==> src/rtl/fbseq_pkg.sv <==
package fbseq_pkg;
   localparam logic [3:0] TYPE_IMG = 4'h0;
   localparam logic [3:0] TYPE_CTL = 4'hF;

   typedef enum logic [1:0] {PK_IMG, PK_CTL, PK_USR} pk_class_e;
   typedef enum logic [2:0] {RD_GAP, RD_USR, RD_CTL, RD_HDR, RD_PIX} rd_state_e;

   function automatic pk_class_e classify(input logic [3:0] code);
      if (code == TYPE_IMG) return PK_IMG;
      if (code == TYPE_CTL) return PK_CTL;
      return PK_USR;
   endfunction
endpackage

==> src/rtl/fbseq_fifo.sv <==
module fbseq_fifo #(
   parameter int W     = 17,
   parameter int DEPTH = 8
) (
   input  logic         clk,
   input  logic         rst_n,
   input  logic         push,
   input  logic [W-1:0] din,
   input  logic         pop,
   output logic [W-1:0] dout,
   output logic         full
);
   localparam int AW = $clog2(DEPTH);

   logic [W-1:0] mem [DEPTH];
   logic [AW:0]  wp, rp;

   assign full = (wp - rp) == (AW+1)'(DEPTH);
   assign dout = mem[rp[AW-1:0]];

   always_ff @(posedge clk) begin
      if (!rst_n) begin
         wp <= '0;
         rp <= '0;
      end else begin
         if (push) wp <= wp + 1'b1;
         if (pop)  rp <= rp + 1'b1;
      end
   end

   always_ff @(posedge clk) begin
      if (push) mem[wp[AW-1:0]] <= din;
   end
endmodule

==> src/rtl/fbseq_pixmem.sv <==
module fbseq_pixmem #(
   parameter int W     = 16,
   parameter int DEPTH = 16
) (
   input  logic                     clk,
   input  logic                     we,
   input  logic [$clog2(DEPTH)-1:0] waddr,
   input  logic [W-1:0]             wdata,
   input  logic [$clog2(DEPTH)-1:0] raddr,
   output logic [W-1:0]             rdata
);
   logic [W-1:0] mem [DEPTH];

   assign rdata = mem[raddr];

   always_ff @(posedge clk) begin
      if (we) mem[waddr] <= wdata;
   end
endmodule

==> src/rtl/fbseq_writer.sv <==
module fbseq_writer
   import fbseq_pkg::*;
#(
   parameter int PIX_DEPTH = 16,
   parameter int USR_DEPTH = 8,
   parameter bit CHECK_LEN = 1'b1,
   localparam int PW = $clog2(PIX_DEPTH) + 1,
   localparam int AW = PW - 1,
   localparam int LW = PW,
   localparam int UW = $clog2(USR_DEPTH) + 1
) (
   input  logic          clk,
   input  logic          rst_n,
   input  logic          in_valid,
   output logic          in_ready,
   input  logic [LW-1:0] in_low,
   input  logic          in_sop,
   input  logic          in_eop,
   input  logic          in_drop,
   input  logic          u_full,
   output logic          u_push,
   output logic          pix_we,
   output logic [AW-1:0] pix_waddr,
   input  logic          take,
   output logic          spare_valid,
   output logic [PW-1:0] spare_base,
   output logic [LW-1:0] spare_len,
   output logic [UW-1:0] spare_ucnt
);
   pk_class_e     cls_q, cls_now;
   logic          fire, img_eop, len_ok, keep, pix_full, ctl_arm, exp_valid;
   logic [PW-1:0] wr_ptr, wr_base, tail, wr_next;
   logic [LW-1:0] fr_len, exp_len;
   logic [UW-1:0] u_pend;

   always_comb begin
      cls_now  = in_sop ? classify(in_low[3:0]) : cls_q;
      pix_full = (wr_ptr - tail) == PW'(PIX_DEPTH);
      unique case (cls_now)
         PK_USR:  in_ready = !u_full;
         PK_CTL:  in_ready = 1'b1;
         default: in_ready = (in_sop || !pix_full) && (!in_eop || !spare_valid);
      endcase
      fire    = in_valid && in_ready;
      pix_we  = fire && (cls_now == PK_IMG) && !in_sop;
      u_push  = fire && (cls_now == PK_USR);
      img_eop = fire && (cls_now == PK_IMG) && in_eop;
      wr_next = wr_ptr + PW'(pix_we);
      fr_len  = wr_next - wr_base;
      keep    = !in_drop && len_ok;
   end

   assign pix_waddr = wr_ptr[AW-1:0];

   generate
      if (CHECK_LEN) begin : g_len_check
         assign len_ok = !exp_valid || (fr_len == exp_len);
      end else begin : g_len_free
         assign len_ok = 1'b1;
      end
   endgenerate

   always_ff @(posedge clk) begin
      if (!rst_n) begin
         cls_q       <= PK_IMG;
         ctl_arm     <= 1'b0;
         exp_valid   <= 1'b0;
         exp_len     <= '0;
         wr_ptr      <= '0;
         wr_base     <= '0;
         tail        <= '0;
         u_pend      <= '0;
         spare_valid <= 1'b0;
         spare_base  <= '0;
         spare_len   <= '0;
         spare_ucnt  <= '0;
      end else begin
         if (fire && in_sop) cls_q <= cls_now;
         if (fire) ctl_arm <= in_sop && !in_eop && (cls_now == PK_CTL);
         if (fire && ctl_arm && (cls_now == PK_CTL)) begin
            exp_len   <= in_low;
            exp_valid <= 1'b1;
         end
         wr_ptr <= wr_next;
         if (u_push) u_pend <= u_pend + 1'b1;
         if (take) begin
            spare_valid <= 1'b0;
            tail        <= spare_base;
         end
         if (img_eop) begin
            if (keep) begin
               spare_valid <= 1'b1;
               spare_base  <= wr_base;
               spare_len   <= fr_len;
               spare_ucnt  <= u_pend;
               u_pend      <= '0;
               wr_base     <= wr_next;
            end else begin
               wr_ptr <= wr_base;
            end
         end
      end
   end
endmodule

==> src/rtl/fbseq_reader.sv <==
module fbseq_reader
   import fbseq_pkg::*;
#(
   parameter int W         = 16,
   parameter int PIX_DEPTH = 16,
   parameter int USR_DEPTH = 8,
   localparam int PW = $clog2(PIX_DEPTH) + 1,
   localparam int AW = PW - 1,
   localparam int LW = PW,
   localparam int UW = $clog2(USR_DEPTH) + 1
) (
   input  logic          clk,
   input  logic          rst_n,
   output logic          out_valid,
   input  logic          out_ready,
   output logic [W-1:0]  out_data,
   output logic          out_sop,
   output logic          out_eop,
   input  logic          out_repeat,
   output logic          out_gap,
   output logic          take,
   input  logic          spare_valid,
   input  logic [PW-1:0] spare_base,
   input  logic [LW-1:0] spare_len,
   input  logic [UW-1:0] spare_ucnt,
   input  logic [W-1:0]  u_dout,
   input  logic          u_deop,
   output logic          u_pop,
   output logic [AW-1:0] pix_raddr,
   input  logic [W-1:0]  pix_rdata
);
   rd_state_e     st;
   logic [PW-1:0] cur_ptr, last_base;
   logic [LW-1:0] remain, last_len;
   logic [UW-1:0] ucnt;
   logic          u_first, have_last, fire, rep_go;

   always_comb begin
      rep_go    = (st == RD_GAP) && out_repeat && have_last;
      take      = (st == RD_GAP) && !rep_go && spare_valid;
      out_valid = (st != RD_GAP);
      out_gap   = (st == RD_GAP);
      out_data  = '0;
      out_sop   = 1'b0;
      out_eop   = 1'b0;
      unique case (st)
         RD_USR: begin
            out_data = u_dout;
            out_sop  = u_first;
            out_eop  = u_deop;
         end
         RD_CTL: begin
            out_data = W'(TYPE_CTL);
            out_sop  = 1'b1;
            out_eop  = 1'b1;
         end
         RD_HDR: begin
            out_data = W'(TYPE_IMG);
            out_sop  = 1'b1;
            out_eop  = (remain == '0);
         end
         RD_PIX: begin
            out_data = pix_rdata;
            out_eop  = (remain == LW'(1));
         end
         default: ;
      endcase
      fire  = out_valid && out_ready;
      u_pop = fire && (st == RD_USR);
   end

   assign pix_raddr = cur_ptr[AW-1:0];

   always_ff @(posedge clk) begin
      if (!rst_n) begin
         st        <= RD_GAP;
         cur_ptr   <= '0;
         remain    <= '0;
         ucnt      <= '0;
         u_first   <= 1'b1;
         last_base <= '0;
         last_len  <= '0;
         have_last <= 1'b0;
      end else begin
         unique case (st)
            RD_GAP: begin
               if (rep_go) begin
                  cur_ptr <= last_base;
                  remain  <= last_len;
                  st      <= RD_CTL;
               end else if (take) begin
                  last_base <= spare_base;
                  last_len  <= spare_len;
                  have_last <= 1'b1;
                  cur_ptr   <= spare_base;
                  remain    <= spare_len;
                  ucnt      <= spare_ucnt;
                  u_first   <= 1'b1;
                  st        <= (spare_ucnt != '0) ? RD_USR : RD_CTL;
               end
            end
            RD_USR: if (fire) begin
               u_first <= u_deop;
               ucnt    <= ucnt - 1'b1;
               if (ucnt == UW'(1)) st <= RD_CTL;
            end
            RD_CTL: if (fire) st <= RD_HDR;
            RD_HDR: if (fire) st <= (remain == '0) ? RD_GAP : RD_PIX;
            RD_PIX: if (fire) begin
               cur_ptr <= cur_ptr + 1'b1;
               remain  <= remain - 1'b1;
               if (remain == LW'(1)) st <= RD_GAP;
            end
            default: st <= RD_GAP;
         endcase
      end
   end
endmodule

==> src/rtl/frame_pkt_sequencer.sv <==
module frame_pkt_sequencer #(
   parameter int W         = 16,
   parameter int PIX_DEPTH = 16,
   parameter int USR_DEPTH = 8,
   parameter bit CHECK_LEN = 1'b1
) (
   input  logic         clk,
   input  logic         rst_n,
   input  logic         in_valid,
   output logic         in_ready,
   input  logic [W-1:0] in_data,
   input  logic         in_sop,
   input  logic         in_eop,
   input  logic         in_drop,
   output logic         out_valid,
   input  logic         out_ready,
   output logic [W-1:0] out_data,
   output logic         out_sop,
   output logic         out_eop,
   input  logic         out_repeat,
   output logic         out_gap
);
   localparam int PW = $clog2(PIX_DEPTH) + 1;
   localparam int AW = PW - 1;
   localparam int LW = PW;
   localparam int UW = $clog2(USR_DEPTH) + 1;

   generate
      if (PIX_DEPTH < 8 || (1 << AW) != PIX_DEPTH) begin : g_bad_pix
         $error("PIX_DEPTH must be a power of two of at least 8");
      end
      if (USR_DEPTH < 2 || (1 << (UW-1)) != USR_DEPTH) begin : g_bad_usr
         $error("USR_DEPTH must be a power of two of at least 2");
      end
      if (W < LW) begin : g_bad_w
         $error("W must hold a frame length");
      end
   endgenerate

   logic          u_full, u_push, u_pop, u_deop, pix_we, take, spare_valid;
   logic [W-1:0]  u_dout, pix_rdata;
   logic [AW-1:0] pix_waddr, pix_raddr;
   logic [PW-1:0] spare_base;
   logic [LW-1:0] spare_len;
   logic [UW-1:0] spare_ucnt;

   fbseq_writer #(.PIX_DEPTH(PIX_DEPTH), .USR_DEPTH(USR_DEPTH), .CHECK_LEN(CHECK_LEN)) u_wr (
      .clk(clk), .rst_n(rst_n), .in_valid(in_valid), .in_ready(in_ready),
      .in_low(in_data[LW-1:0]), .in_sop(in_sop), .in_eop(in_eop), .in_drop(in_drop),
      .u_full(u_full), .u_push(u_push), .pix_we(pix_we), .pix_waddr(pix_waddr),
      .take(take), .spare_valid(spare_valid), .spare_base(spare_base),
      .spare_len(spare_len), .spare_ucnt(spare_ucnt)
   );

   fbseq_fifo #(.W(W+1), .DEPTH(USR_DEPTH)) u_usr (
      .clk(clk), .rst_n(rst_n), .push(u_push), .din({in_eop, in_data}),
      .pop(u_pop), .dout({u_deop, u_dout}), .full(u_full)
   );

   fbseq_pixmem #(.W(W), .DEPTH(PIX_DEPTH)) u_pix (
      .clk(clk), .we(pix_we), .waddr(pix_waddr), .wdata(in_data),
      .raddr(pix_raddr), .rdata(pix_rdata)
   );

   fbseq_reader #(.W(W), .PIX_DEPTH(PIX_DEPTH), .USR_DEPTH(USR_DEPTH)) u_rd (
      .clk(clk), .rst_n(rst_n), .out_valid(out_valid), .out_ready(out_ready),
      .out_data(out_data), .out_sop(out_sop), .out_eop(out_eop),
      .out_repeat(out_repeat), .out_gap(out_gap), .take(take),
      .spare_valid(spare_valid), .spare_base(spare_base), .spare_len(spare_len),
      .spare_ucnt(spare_ucnt), .u_dout(u_dout), .u_deop(u_deop), .u_pop(u_pop),
      .pix_raddr(pix_raddr), .pix_rdata(pix_rdata)
   );
endmodule

==> config.mk <==
export PLATFORM = sky130hd
export DESIGN_NAME = frame_pkt_sequencer
export DESIGN_NICKNAME = d
export VERILOG_FILES = /design/src/rtl/fbseq_pkg.sv /design/src/rtl/fbseq_fifo.sv /design/src/rtl/fbseq_pixmem.sv /design/src/rtl/fbseq_writer.sv /design/src/rtl/fbseq_reader.sv /design/src/rtl/frame_pkt_sequencer.sv
export SDC_FILE = /design/constraint.sdc
export NUM_CORES = 1
export LEC_CHECK = 0
export ABC_CLOCK_PERIOD_IN_PS = 11720
export BUFFER_PORTS_ARGS = -buffer_cell sky130_fd_sc_hd__buf_2
export CAP_MARGIN = 10
export CORE_ASPECT_RATIO = 0.9
export CORE_MARGIN = 5
export CORE_UTILIZATION = 40
export DETAILED_ROUTE_END_ITERATION = 7
export GPL_ROUTABILITY_DRIVEN = 0
export PLACE_DENSITY = 0.66
export SKIP_CTS_REPAIR_TIMING = 1
export SYNTH_ARGS = -nofsm -noshare
export SYNTH_HDL_FRONTEND = slang
export SYNTH_SLANG_ARGS = --single-unit
==> constraint.sdc <==
create_clock -name clk -period 11.72 [get_ports clk]
set_input_delay 3.516 -clock clk [delete_from_list [all_inputs] [get_ports clk]]
set_output_delay 3.516 -clock clk [all_outputs]
set_load 0.005 [all_outputs]
## After elaboration in Yosys (flattened, before gate mapping)

Memories as Yosys holds them, arrays and structs flattened. A register that Yosys moved wholly into a read port is not among the register bits.
Index checks and enable logic that the tools add are counted.

- Muxes and demuxes: 55
- Reductions and logical operators: 43
- Eq/ne operators: 21
- Add/subtract/negate cells: 10
- Bitwise operators: 1

Operators by type and width:

| cell | number |
|---|---|
| case mux 16 bit (3 select lines) | 1 |
| two-way mux 5 bit | 8 |
| two-way mux 3 bit | 11 |
| two-way mux 4 bit | 8 |
| case mux 5 bit (2 select lines) | 2 |
| logical AND 1 bit | 18 |
| case mux 3 bit (5 select lines) | 1 |
| two-way mux 1 bit | 13 |
| adder 4 x 1 -> 4 bit, second input constant | 3 |
| two-way mux 2 bit | 6 |
| inequality test 2 x 1 -> 1 bit, second input constant | 6 |
| subtractor 5 bit | 2 |
| equality test 4 bit, second input constant | 2 |
| zero test 1 bit | 8 |
| case mux 4 bit (2 select lines) | 1 |
| AND reduction 7 bit | 1 |
| equality test 3 x 2 -> 1 bit, second input constant | 2 |
| case mux 1 bit (2 select lines) | 3 |
| AND reduction 3 bit | 2 |
| adder 5 x 1 -> 5 bit | 1 |
| adder 5 x 1 -> 5 bit, second input constant | 1 |
| equality test 5 x 1 -> 1 bit, second input constant | 1 |
| equality test 5 bit | 1 |
| equality test 5 bit, second input constant | 1 |
| other kinds (23) | 27 |

- Memories: 2
- Input port bits: 24
- Register bits after elaboration: 80
- RAM bits: 392

Memories:

| memory | depth | bits a word | rd ports | clocked after Yosys merged registers in | write ports | RTL line | source |
|---|---|---|---|---|---|---|---|
| u_pix.mem | 16 | 16 | 1 | 1 | 1 | fbseq_pixmem.sv:12 | `logic [W-1:0] mem [DEPTH];` |
| u_usr.mem | 8 | 17 | 1 | 1 | 1 | fbseq_fifo.sv:15 | `logic [W-1:0] mem [DEPTH];` |

## Depth between registers and ports, before layout

Gate-level depths: netlist of run 1.

- Depth in word-level cells: 18
- Depth in mapped cells: 24
- Depth with buffers taken out: 21

## By module

From an unflattened synthesis of run 1, not the netlist that was laid out.

- Cell total of the unflattened synthesis: 1126
- Area total of the unflattened synthesis: 19626.3 um2

Modules (own cells, without submodules):

| module | instances | sequential area each (um2) | cells each | area each (um2) |
|---|---|---|---|---|
| fbseq_pixmem | 1 | 7687.4 | 416 | 9721.8 |
| fbseq_fifo | 1 | 4304.1 | 258 | 5751.8 |
| fbseq_writer | 1 | 860.8 | 236 | 2337.2 |
| fbseq_reader | 1 | 540.5 | 216 | 1815.5 |

## Worst setup path after synthesis of run 1

No wires, ideal clock.

- Path type: in2out
- From: input in_sop
- To: output in_ready
- Buffers on the path: 1
- Data required time: 8.204 ns
- Data arrival time: 5.053 ns
- Stages: 9
- Setup slack: 3.151 ns
- Path through: clkbuf_2 > inv_1 > nor3_1 > a21oi_1 > ha_1 > nor2_1 > nand3_1 > o41ai_2 > a31oi_1

- Cells in the longest elaborated chain, start to end: 3

Ends and longest elaborated chain:

| item | RTL line | source |
|---|---|---|
| from (decl) | frame_pkt_sequencer.sv:12 | `input logic in_sop,` |
| two-way mux 2 bit or logical OR 1 bit (tied branches) | fbseq_writer.sv:37, fbseq_writer.sv:42 |  |
| equality test 2 x 1 -> 1 bit (tied with other cells) | fbseq_writer.sv:39 | `unique case (cls_now)` |
| case mux 1 bit (2 select lines) * | fbseq_writer.sv:39 |  |
| to (decl) | frame_pkt_sequencer.sv:10 | `output logic in_ready,` |

Mark *: on every way between the ends. The rest lies on a longest branch, timed or not.

## Final worst setup path of run 1

- From: input in_data[0]
- To: output in_ready

- Cells in the longest elaborated chain, start to end: 8

Ends and longest elaborated chain:

| item | RTL line | source |
|---|---|---|
| from (decl) | frame_pkt_sequencer.sv:11 | `input logic [W-1:0] in_data,` |
| equality test 4 bit | fbseq_pkg.sv:10 | `if (code == TYPE_CTL) return PK_CTL;` |
| two-way mux 1 bit (2 in a row) | fbseq_pkg.sv:10 |  |
| two-way mux 2 bit | fbseq_pkg.sv:11 | `return PK_USR;` |
| two-way mux 2 bit * | fbseq_pkg.sv:10 |  |
| two-way mux 2 bit * | fbseq_writer.sv:37 | `cls_now = in_sop ? classify(in_low[3:0]) : cls_q;` |
| equality test 2 x 1 -> 1 bit or equality test 2 bit (tied branches) | fbseq_writer.sv:39 |  |
| case mux 1 bit (2 select lines) * | fbseq_writer.sv:39 |  |

Mark *: on every way between the ends. The rest lies on a longest branch, timed or not. The select of a mux whose other input is x is not followed.

==> results.md, run 1 <==
- The net count of the finished layout is 1223.
- In this run the count of I/O pins placed on the die edge is 45.
- The final-report max-slew violation count was 0.
- The fraction of met1 tracks used by global routing is 22.77%.
- Setup repair after global routing left no endpoint under its margin.
- In this run the cell area measured after placement is 0.02052 mm2.
- The most used flip-flop cell after synthesis is edfxtp_1.
- After clock tree synthesis, the clock-pin slew on the worst setup and hold paths is 0.06 ns.
- For met3 alone, demand over resource in global routing was 2.411%.
- Summed over all nets, the half-perimeter wirelength after detailed placement is 24.74 mm.
- The number of global-route vias before repair is 10185.
- At the pin with the least slew margin, the transition time is 1.182 ns.
- The number of nets in the synthesized netlist is 1157.
- STA classifies the critical path endpoint as an output pin.
- The Yosys step of the flow raised 0 warnings.
- In this run the tool buffered the top-level ports with 44 buffer cells.
- The power per cell area is 157.5 mW/mm2.
- The pin count of the biggest net entering global routing is 65.
- After synthesis, the share of flip-flops with an asynchronous set or reset is 0%.
- The clock period minus final worst setup slack is 9.382 ns.
- The average instance in the mapped netlist occupies 17.53 um2.
- In the global route stage, overall resource usage came out at 15.43%.
- The buffer type at the clock tree root is clkbuf_16.
- Static timing analysis puts the maximum clock frequency at 106.6 MHz.
- The detail-routed via count per cell is 5.476.
- Headroom to the max-slew limit came out at 21.13%.
- The chip width is 242.3 um.
- The worst hold-check slack is 0.4700 ns.
- Summing all non-filler instances in the final layout gives an area of 0.02197 mm2.
- The starting density of the core is 40.54%.
- The worst clock skew on the final layout is 0.01860 ns.
- Sequential elements use 68.93% of the synthesized area.
- The global-route met2 utilization is 24.49%.
- In the finished design, the share of the clock period the worst path needs comes to 80.05%.
- The most frequent standard cell in the layout excluding fill and tap cells is edfxtp_1.
- The later-pin clock latency in the skew report is 0.56 ns.
- Of all nets on the critical path, the largest fanout is 27.
- The run finished with clean final reports.
- Summing every instance area after synthesis gives 0.01943 mm2.
- The H-tree was split into 2 levels.
- The final hold violation count is 0.
- The detailed-route wire length is 40.79 mm.
- The overall die height is 219.1 um.
- The first global-routing pass estimated 62.93 mm of wire.
- The routed layout has 10038 vias.
- The maximum buffer depth of the clock tree is 3.
- For this design the static power due to leakage is 0.006985 uW.
- From synthesis to final layout, the design area changed by 13.06%.
- The total congestion overflow after global routing is 0.
- The max-capacitance violation count is 0.
- The number of library cell types mapped by synthesis is 60.
- The floorplan step defined a core boundary enclosing 0.04793 mm2.
- The number of flops mapped to enable cells by yosys is 392.
- The global-route layer with the greatest usage is met2.
- At the placement stage, the worst setup path has a slack of 2.345 ns.
- The setup check on the worst reg-to-reg path leaves a slack of 6.43 ns.
- For the worst setup path, the data required time is 8.20 ns.
- The tree built by TritonCTS fans out to 473 sinks.
- The DRC violation count after routing is 0.
- The worst setup path is of the primary input to output pin kind.
- The antenna violation net count after detailed routing is 0.
- The length of the first detailed-routing pass in iterations is 5.
- The repair_antennas step left the layout with diodes totalling 0.
- STA classifies the critical path startpoint as a primary input.
- The total CTS buffers is 44.
- The maximum VDD drop is 94.74 uV.
- Counting flops and latches in the post-synthesis netlist gives 473.
- In the final routed layout, each cell accounts on average for 22.25 um.
- The floorplan has 76 rows.
- The CTS tree is built.
- The ratio of cells with drive above 1 in the final layout is 27.79%.
- The die covers 0.05309 mm2.
- Setup violations remaining at the end of the flow were counted as 0.
- The number of antenna violations at the first check in global routing is 1.
- The first routing iteration left 919 violations.
- The total negative slack is 0 ns.
- In the layout the commonest cells are 392 x edfxtp_1, 114 x mux4_2, 78 x dfxtp_1.
- The min-delay analysis places its worst path in the category register to register.
- At the end of the flow the core is filled with cells to 45.83%.
- After technology mapping, the gate count stands at 1108.
- The worst path arrival time is 5.87 ns.
- Setup slack closes at 2.338 ns.
==> cell usage after synthesis (4+ instances only) <==
cell type | count | area, um2
a211oi_1 | 5 | 37.54
a21boi_0 | 7 | 52.55
a21oi_1 | 17 | 85.08
a22oi_1 | 6 | 45.04
and2_1 | 7 | 43.79
and3_1 | 4 | 25.02
buf_1 | 7 | 26.28
buf_2 | 15 | 75.07
buf_6 | 4 | 45.04
clkbuf_1 | 30 | 112.6
dfxtp_1 | 81 | 1622
edfxtp_1 | 392 | 11770
ha_1 | 24 | 300.3
inv_1 | 25 | 93.84
mux2_2 | 5 | 56.30
mux2i_1 | 48 | 480.5
mux4_2 | 114 | 2567
nand2_1 | 63 | 236.5
nand2b_1 | 6 | 37.54
nand3_1 | 16 | 80.08
nand3_2 | 20 | 200.2
nor2_1 | 29 | 108.9
nor2_2 | 4 | 25.02
nor2b_1 | 36 | 225.2
nor3_1 | 15 | 75.07
nor4_1 | 7 | 43.79
o21ai_0 | 34 | 170.2
o21ai_2 | 19 | 166.4
o22ai_1 | 4 | 25.02
xnor2_1 | 12 | 105.1
xor2_1 | 11 | 96.34
==> power by group <==
group	switching (uW)	internal, uW	leakage (uW)	total (uW)
Combinational	124	68.3	0.00209	192
Clock	602	822	0.000712	1420
Sequential	12.7	1830	0.00418	1840
Total	739	2720	0.00699	3460
==> critical path: stages <==
cell     delay, ns
buf_2         0.41
and4_1        0.33
nor3_1        0.08
a21oi_1       0.25
ha_1          0.32
nor2_1        0.10
nand3_1       0.10
o41ai_2       0.48
a31oi_1       0.11
buf_2         0.16
==> per-layer routing <==
metal / part of all wire [%] / up-vias
li1: - / 4500
met1: 46 / 5209
met2: 47 / 269
met3: 5.6 / 58
met4: 1.7 / 2
met5: 0.032 / -
==> state kept, by name (all words and copies together) (netlist names), 2 cells and up, named ones only <==
name             cells
u_rd.cur_ptr         4
u_wr.spare_ucnt      4
u_wr.wr_ptr          5
u_wr.u_pend          4
u_rd.ucnt            4
u_wr.cls_q           2
u_rd.last_base       3
u_rd.st              3
u_pix.mem          256
u_usr.wp             4
u_wr.wr_base         5
u_wr.spare_base      5
u_usr.rp             4
u_wr.spare_len       5
u_wr.tail            2
u_usr.mem          136
u_wr.exp_len         5
u_rd.last_len        5
u_rd.remain          5
==> layout make-up <==
| type | instances | area, um2 |
|---|---|---|
| multi-input combinational | 553 | 5784 |
| clock buffer | 58 | 1216 |
| clock inverter | 23 | 226.5 |
| timing repair buffer | 77 | 465.4 |
| fill | 4114 | 25960 |
| tap | 624 | 780.7 |
| inverter | 25 | 93.84 |
| sequential | 473 | 13400 |
==> stage by stage <==
| step | std cells | total power (uW) |
|---|---|---|
| final | 1833 | 3460 |
| after global placement | 1751 | 2070 |
| after floorplan | 1108 | 1993 |
| after CTS | 1832 | 3492 |
| after detailed placement | 1751 | 2074 |
| after global routing | 1833 | 3590 |
==> logic make-up (layout without fill, tap and decap cells) <==
group / after synthesis / count (layout) / synth area share (%)
DFF: 473 / 473 / 68.93
muxes: 167 / 167 / 15.98
adders and majority gates: 25 / 25 / 1.649
and+or+nand+nor: 228 / 228 / 6.575
AOI/OAI and AO/OA: 109 / 109 / 3.870
xor gates and xnor gates: 24 / 24 / 1.153
buffers and inverters: 82 / 183 / 1.842
==> final timing paths <==
path                      startpoint                  to  cells past startpoint
setup / recovery          in_data[0]            in_ready                     10
setup reg to reg         u_usr.wp[1]  u_wr.spare_ucnt[0]                     19
hold reg to reg   u_wr.spare_base[4]  u_wr.spare_base[4]                      2
hold / removal    u_wr.spare_base[4]  u_wr.spare_base[4]                      2
No activity file was read; power rests on OpenSTA's default activity.
==> run 2, diff against run 1 <==
ABC_AREA = 1   (was not set)
ABC_CLOCK_PERIOD_IN_PS = 8400   (was 11720)
PLACE_DENSITY = 0.68   (was 0.66)
clock period = 8.4 ns   (was 11.72 ns; I/O delays follow)
==> run 2 against run 1 <==
Against the previous run: global-route usage increased by 2.4 points; critical path type unchanged; area after synthesis increased by 1.0%; final cell count rose by 33%; largest cell class unchanged; combinational power grew to 7.5 times the previous value; utilization shrank 0.82 points; highest routed layer unchanged.
==> results.md, run 2 <==
- The register with the most flip-flops in the layout has 256 of them.
- The routed wire length per instance is 20.17 um.
- The final cycle utilization of the critical path is 81.61%.
- The number of flops mapped to enable cells by yosys is 392.
- Sequential cells account for 44.1% of the total power.
- The maximum buffer depth of the clock tree is 3.
- TritonCTS created 46 clock buffers.
- For the pin with the worst max-slew slack, the measured transition is 1.114 ns.
- The detail-routed via count per cell is 5.617.
- In this run the power spent charging and discharging nets is 1943 uW.
- Once the floorplan was initialized, standard cells occupied 40.18% of the core.
- The CTS tree is built.
- STA classifies the critical path startpoint as a primary input.
- Based on the critical path, the design can be clocked at up to 145.9 MHz.
- The count of inserted antenna diode cells is 0.
- The maximum cell stage delay along the critical path is 0.37 ns.
- The buffers plus inverters on the worst setup path is 7.
- For this run, the register share of the synthesized area comes to 68.25%.
- The worst hold-check path type is register to register.
- The global-route wire length before repair is 75.08 mm.
- Row generation in the floorplan step produced 77 rows.
- The internal portion of the total power is 4160 uW.
- The floorplan step set the die height to 220.1 um.
- The switching part of the total power is 31.84%.
- The library cell with the largest summed area after synthesis is edfxtp_1.
- The analysis attributes to cell leakage a power of 0.007507 uW.
- The total number of nets in the final design is 1817.
- The capturing element type of the critical path is an output pin.
- Setup repair after global routing left no endpoint under its margin.
- The worst pin sits at a relative slew slack of 25.66%.
- The CTS sink count is 473.
- The run finished with clean final reports.
- The final setup violation count is 0.
- For this run, asynchronously set or reset flops after synthesis account for 0%.
- Wires add up to 49.05 mm.
- The chip width is 243.5 um.
- Clock-pin slew was measured on the worst setup and hold paths at 0.06 ns.
- The ratio of cells with drive above 1 in the final layout is 10.56%.
- Global routing consumed, over all layers together, 17.79% of the routing resources.
- The dominant cell by count in the synthesized netlist is edfxtp_1.
- The final core utilization is 45.01%.
- The netlist area before placement is 0.01962 mm2.
- Counting flops and latches in the post-synthesis netlist gives 473.
- The placeable core area is 0.04885 mm2.
- The buffer type at the clock tree root is clkbuf_16.
- The tool flagged a number of max-cap violations equal to 0.
- The power per cell area is 277.6 mW/mm2.
- A synthesized cell averages 11.33 um2.
- The fraction of synthesized cell area taken by the top area cell type is 59.98%.
- The deepest level of the CTS H-tree is 2.
- In the synthesized netlist, the cells that appear most often are 392 x edfxtp_1, 304 x nor2_1, 289 x o21ai_0.
- For the worst setup path, the data required time is 5.88 ns.
- The number of nets in the synthesized netlist is 1781.
- Of the total power, combinational logic draws 23.7%.
- The most frequent standard cell in the layout excluding fill and tap cells is edfxtp_1.
- Summing all placed instances gives a cell area of 0.02058 mm2.
- The later-pin clock latency in the skew report is 0.56 ns.
- The clock period minus final worst setup slack is 6.855 ns.
- The register ranked first by flip-flop count is u_pix.mem.
- The total congestion overflow after global routing is 0.
- Detailed placement ended at an HPWL of 28.80 mm.
- The number of global-route vias before repair was 12991.
- Entering global routing, the biggest net connects 97 pins.
- Data on the critical path arrives at its endpoint at 4.33 ns.
- The worst setup path is of the primary input to output pin kind.
- The starting DRC count in detailed routing is 1283.
- The number of antenna violations at the first check in global routing is 1.
- In the synthesized netlist the dominant register cell turns out to be edfxtp_1.
- The critical path goes through buf_2, nand2_1, nor2_1, nor2_1, inv_1, nor2_1, inv_1, o21ai_0, inv_1, ha_1, inv_1, nor2_1, nand2_1, nand2_2, inv_1, buf_2.
- The DRC violation count after routing is 0.
- The cell family contributing the most delay on the critical path is buffers and inverters.
- During placement, the flow inserted port buffers numbering 44.
- The layout-stage area growth over the synthesis result is 12.04%.
- Of all nets on the critical path, the largest fanout is 27.
- Across the routed clock network, the largest skew measured is 0.01673 ns.
- After routing the design area is 0.02199 mm2.
- The slowest cell on the critical path is buf_2.
- During I/O placement, the number of pins put on the boundary was 45.
- The antenna violation net count after detailed routing is 0.
- The final-report max-slew violation count came to 0.
- The fraction of power consumed by the clock network is 32.2%.
- Across the VDD grid, the largest voltage drop is 152.2 uV.
- In the final timing run, aggregate negative setup slack is 0 ns.
- The library cells used most frequently in the layout, excluding fill and tap cells, are 392 x edfxtp_1, 289 x o21ai_0, 287 x nor2_1.
- Summing over every cut layer, the via total after detailed routing is 13661.
- The die area is 0.05360 mm2.
- The count of mapped cells out of synthesis is 1732.
- The most numerous cell type found on the critical path is inv_1.
- The first TritonRoute pass finished after 5 iterations.
- The number of library cell types mapped by synthesis is 44.
- In the final layout, the registers with the most flip-flops are u_pix.mem (256), u_usr.mem (136).
- The final hold violation count is 0.
- The yosys synthesis warning count is 0.
- After synthesis, the cell types taking the most area are edfxtp_1 60%, dfxtp_1 8.3%, o21ai_0 7.4%.
run 2: cell count changes after synthesis, sizes merged, moves of 10 or more:
cell,change
mux4,-114
nand3,+44
o221ai,+45
clkbuf,+45
a21oi,+44
o22ai,+49
nand2,+77
mux2i,-48
nor2b,-36
nor2,+278
xnor2,-11
nor3,-10
o21ai,+238
inv,+73
run 2: logic make-up (layout without fill, tap and decap cells):
family / count (synthesis) / in the layout / share of synthesized area [%]
and+or+nand+nor: 550 / 550 / 11.89
DFF: 473 / 473 / 68.25
adders and majority gates: 25 / 25 / 1.632
AOI/OAI and AO/OA: 480 / 480 / 13.89
xor gates and xnor gates: 8 / 8 / 0.3571
buffers and inverters: 196 / 264 / 3.979
run 2: cell type report:
class | instances | area, um2
flip-flops and latches | 473 | 13400
repair buffers | 84 | 520.5
fillers | 4378 | 26860
clock inverters | 23 | 191.4
clock buffers | 57 | 1214
multi-input cells | 1063 | 5493
well taps | 632 | 790.8
inverters | 100 | 376.6
run 2: final timing paths:
kind | slack (ns) | to | cells past startpoint | from
worst max-delay path | 1.55 | in_ready | 16 | in_data[1]
worst min-delay path | 0.45 | u_rd.last_len[2] | 2 | u_rd.last_len[2]
worst max register to register | 3.64 | u_wr.u_pend[2] | 28 | u_usr.rp[2]
worst min register to register | 0.45 | u_rd.last_len[2] | 2 | u_rd.last_len[2]
run 2: power groups by stage:
stage	clock network [uW]	registers [uW]	logic (uW)
2_1_floorplan	0	2690	991
3_3_place_gp	0	2740	1400
3_5_place_dp	0	2740	1440
4_1_cts	2000	2690	1440
5_1_grt	2090	2700	1610
6_report	1970	2690	1440
run 2: routing by layer:
layer  routed length, um  vias to the layer above  global-route usage (%)
li1                    -                     6330                       -
met1               21280                     6697                   25.16
met2               22750                      551                   28.95
met3                3813                       81                   2.669
met4                1198                        2                   5.163
met5                   7                        -                       0
run 2: metrics by stage:
step,total power [uW],worst slack (ns),hold slack (ns),cells
floorplan,3683,2.215,0.4237,1732
global placement,4138,1.451,0.4353,2352
detailed placement,4177,1.184,0.4426,2352
CTS,6129,1.558,0.4520,2432
global route,6407,1.263,0.4723,2432
finish,6103,1.545,0.4488,2432
run 2: worst reg2reg max path: cells and delay by family, from the launching register on:
family,cells,cell delay [ns]
and+or+nand+nor,18,2.14
adders and majority gates,4,1.23
AOI/OAI and AO/OA,2,0.45
DFF,1,0.34
buffers and inverters,3,0.29
xor gates and xnor gates,1,0.18
==> run 3, diff against run 2 <==
ABC_AREA = 0   (was 1)
ABC_CLOCK_PERIOD_IN_PS = 5790   (was 8400)
clock period = 5.79 ns   (was 8.4 ns; I/O delays follow)
==> run 3 against run 2 <==
Against the previous run: die area shrank 0.95%; clock skew increased by 0.0093 ns; clock-buffer cell count is 11 higher; routed wire length is 18% lower; clock power rose by 48%; setup slack worse by 1.4 ns; hold slack better by 0.024 ns; global-route usage down 2.8 points; highest routed layer unchanged.
==> results.md, run 3 (synthesized netlist as in run 1, its figures left out) <==
- The run finished with clean final reports.
- The number of antenna violations at the first check in global routing is 4.
- Buffers placed on the I/O ports in this run total 44.
- The post-layout worst setup margin is 0.1535 ns.
- The detailed-route wire length is 40.45 mm.
- Entering global routing, the biggest net connects 87 pins.
- For this design the top-level I/O count stands at 45.
- The worst hold-check slack is 0.4726 ns.
- After the last flow step, the layout net total stands at 1262.
- After clock tree synthesis, the clock-pin slew on the worst setup and hold paths is 0.06 ns.
- The largest fanout on the critical path is 13.
- The overall die height is 219.1 um.
- The deepest level of the CTS H-tree is 2.
- The worst path arrival time is 6.08 ns.
- The DRC violation count after routing is 0.
- The ratio of cells with drive above 1 in the final layout is 31.04%.
- After detailed routing, the number of vias per cell comes to 5.441.
- The final setup violation count is 0.
- The required time of the worst setup path is 6.24 ns.
- The highest layer touched by signal routing is met5.
- The area taken by flip-flops and latches is 0.01340 mm2.
- The library cell used most frequently in the layout, excluding fill and tap cells, is edfxtp_1.
- Static timing analysis puts the maximum clock frequency at 177.4 MHz.
- The CTS sink count is 473.
- The critical path in this run is classified as primary input to register.
- The length of the first detailed-routing pass in iterations is 5.
- After filler insertion, the fill cell instance count of the layout stands at 3980.
- The later-pin clock latency in the skew report is 0.57 ns.
- The capturing element type of the critical path is a register.
- The final-report max-slew violation count is 0.
- The worst clock skew on the final layout is 0.02599 ns.
- The largest registers in the layout are u_pix.mem (256), u_usr.mem (136).
- The starting density of the core is 40.54%.
- For the pin with the worst max-slew slack, the measured transition is 1.163 ns.
- Buffers inserted during clock tree synthesis total 48.
- The worst hold-check path type is register to register.
- The maximum VDD drop is 205.4 uV.
- After global routing the overflow that remains totals 0.
- The library cells used most frequently in the layout, excluding fill and tap cells, are 392 x edfxtp_1, 114 x mux4_2, 78 x dfxtp_1.
- The placeable core area is 0.04793 mm2.
- The worst register-to-register path begins at u_wr.wr_ptr[0].
- The combined area of the multi-input logic cells is 0.005934 mm2.
- The buffer type at the clock tree root is clkbuf_16.
- The initialized floorplan defines 76 standard-cell rows.
- The CTS tree is built.
- No sink is reached through more buffers than the 3 on the longest clock path.
- The routed wire length per instance is 21.57 um.
- The worst setup path is launched from a primary input.
- The detailed placement HPWL is 25.51 mm.
- u_pix.mem holds more flip-flops than any other register.
- In this run the tightest slew margin relative to its limit is 21.75%.
- Across all register-to-register paths, the minimum setup slack is 1.20 ns.
- The flip-flop count of the largest register, all copies and words added is 256.
- In this run the horizontal extent of the chip is 242.3 um.
- Across the run, the number of max-cap violations was 0.
- The leakage power is 0.007213 uW.
- The met2 wire length is 19.43 mm.
- The count of placed standard cells including taps is 1786.
- In this run the remaining antenna-violating nets after routing total 0.
- The routed design uses 2.237 mm of met3 wire.
- The number of cells on the worst reg-to-reg path is 19.
- Dividing total power by cell area gives a power density of 313.4 mW/mm2.
- The critical path starts at in_data[0].
- Relative to the synthesized area, the layout overhead comes to 15.89%.
- The clock period could shrink to 5.636 ns.
- The final cycle utilization of the critical path is 97.35%.
- Excluding fillers, the count of instances in the completed layout stands at 1875.
- For this block, the initial DRC count from the detailed router was 776.
- The global-route wire length before repair is 62.10 mm.
- Timing analysis after detailed placement gives a worst setup slack of -0.5229 ns.
- The total routed wire length on the met1 layer is 17.97 mm.
- The number of cells on the worst hold path is 2.
- The die covers 0.05309 mm2.
- The total routing resource utilization after global routing is 15.04%.
- The cell area after layout is 0.02252 mm2.
- The detailed router placed 10201 vias in this run.
- In this run the most critical hold path is launched from u_wr.spare_base[4].
- The final hold violation count is 0.
- The post-place instance area is 0.02093 mm2.
- The number of global-route vias before repair is 10204.
## run 3: report_power, final
| part | internal, uW | switching [uW] | leakage, uW | total (uW) |
|---|---|---|---|---|
| Combinational | 156 | 249 | 0.00232 | 405 |
| Sequential | 3710 | 32.4 | 0.00418 | 3740 |
| Clock | 1660 | 1250 | 0.000714 | 2910 |
## run 3: final timing paths
path / to
worst max-delay path: u_wr.wr_base[1]
worst max register to register: u_wr.wr_base[1]
worst min register to register: u_wr.spare_base[4]
worst min-delay path: u_wr.spare_base[4]
## run 3: final cells by class
cell class	count	share of cell area, %
flip-flops and latches	473	59.51
multi-input cells	553	26.36
clock buffers	68	5.762
repair buffers	112	3.601
well taps	624	3.467
clock inverters	19	0.8780
inverters	25	0.4168
diodes	1	0.01111
## run 3: worst max-delay path: stages
cell and delay (ns):
buf_2 0.17, nor4_4 0.33, nor3_4 0.07, a21oi_2 0.21, ha_4 0.25, nor2_1 0.10
nand3_1 0.14, o41ai_4 0.31, a311oi_4 0.07, and2_4 0.17, ha_4 0.26, inv_1 0.04
ha_2 0.18, fa_2 0.56, xor2_1 0.14, nand2_1 0.08, or4b_4 0.50, a211oi_4 0.23
o311ai_4 0.19, buf_12 0.21, nand3_2 0.08, o21ai_2 0.06
## run 3: through the flow
step | total power, uW | TNS, ns | util (%)
floorplan | 4042 | -10.41 | -
global placement | 4200 | -10.69 | 43.68
detailed placement | 4209 | -14.10 | 43.68
CTS | 7120 | 0 | 46.80
global route | 7322 | -0.06403 | 46.98
finish | 7056 | 0 | 46.98
## run 3: per-layer routing
metal  up-vias  track usage [%]
met4         6            3.747
met2       262            24.69
li1       4570                -
met1      5306            21.12
met3        57            2.703
met5         -                0
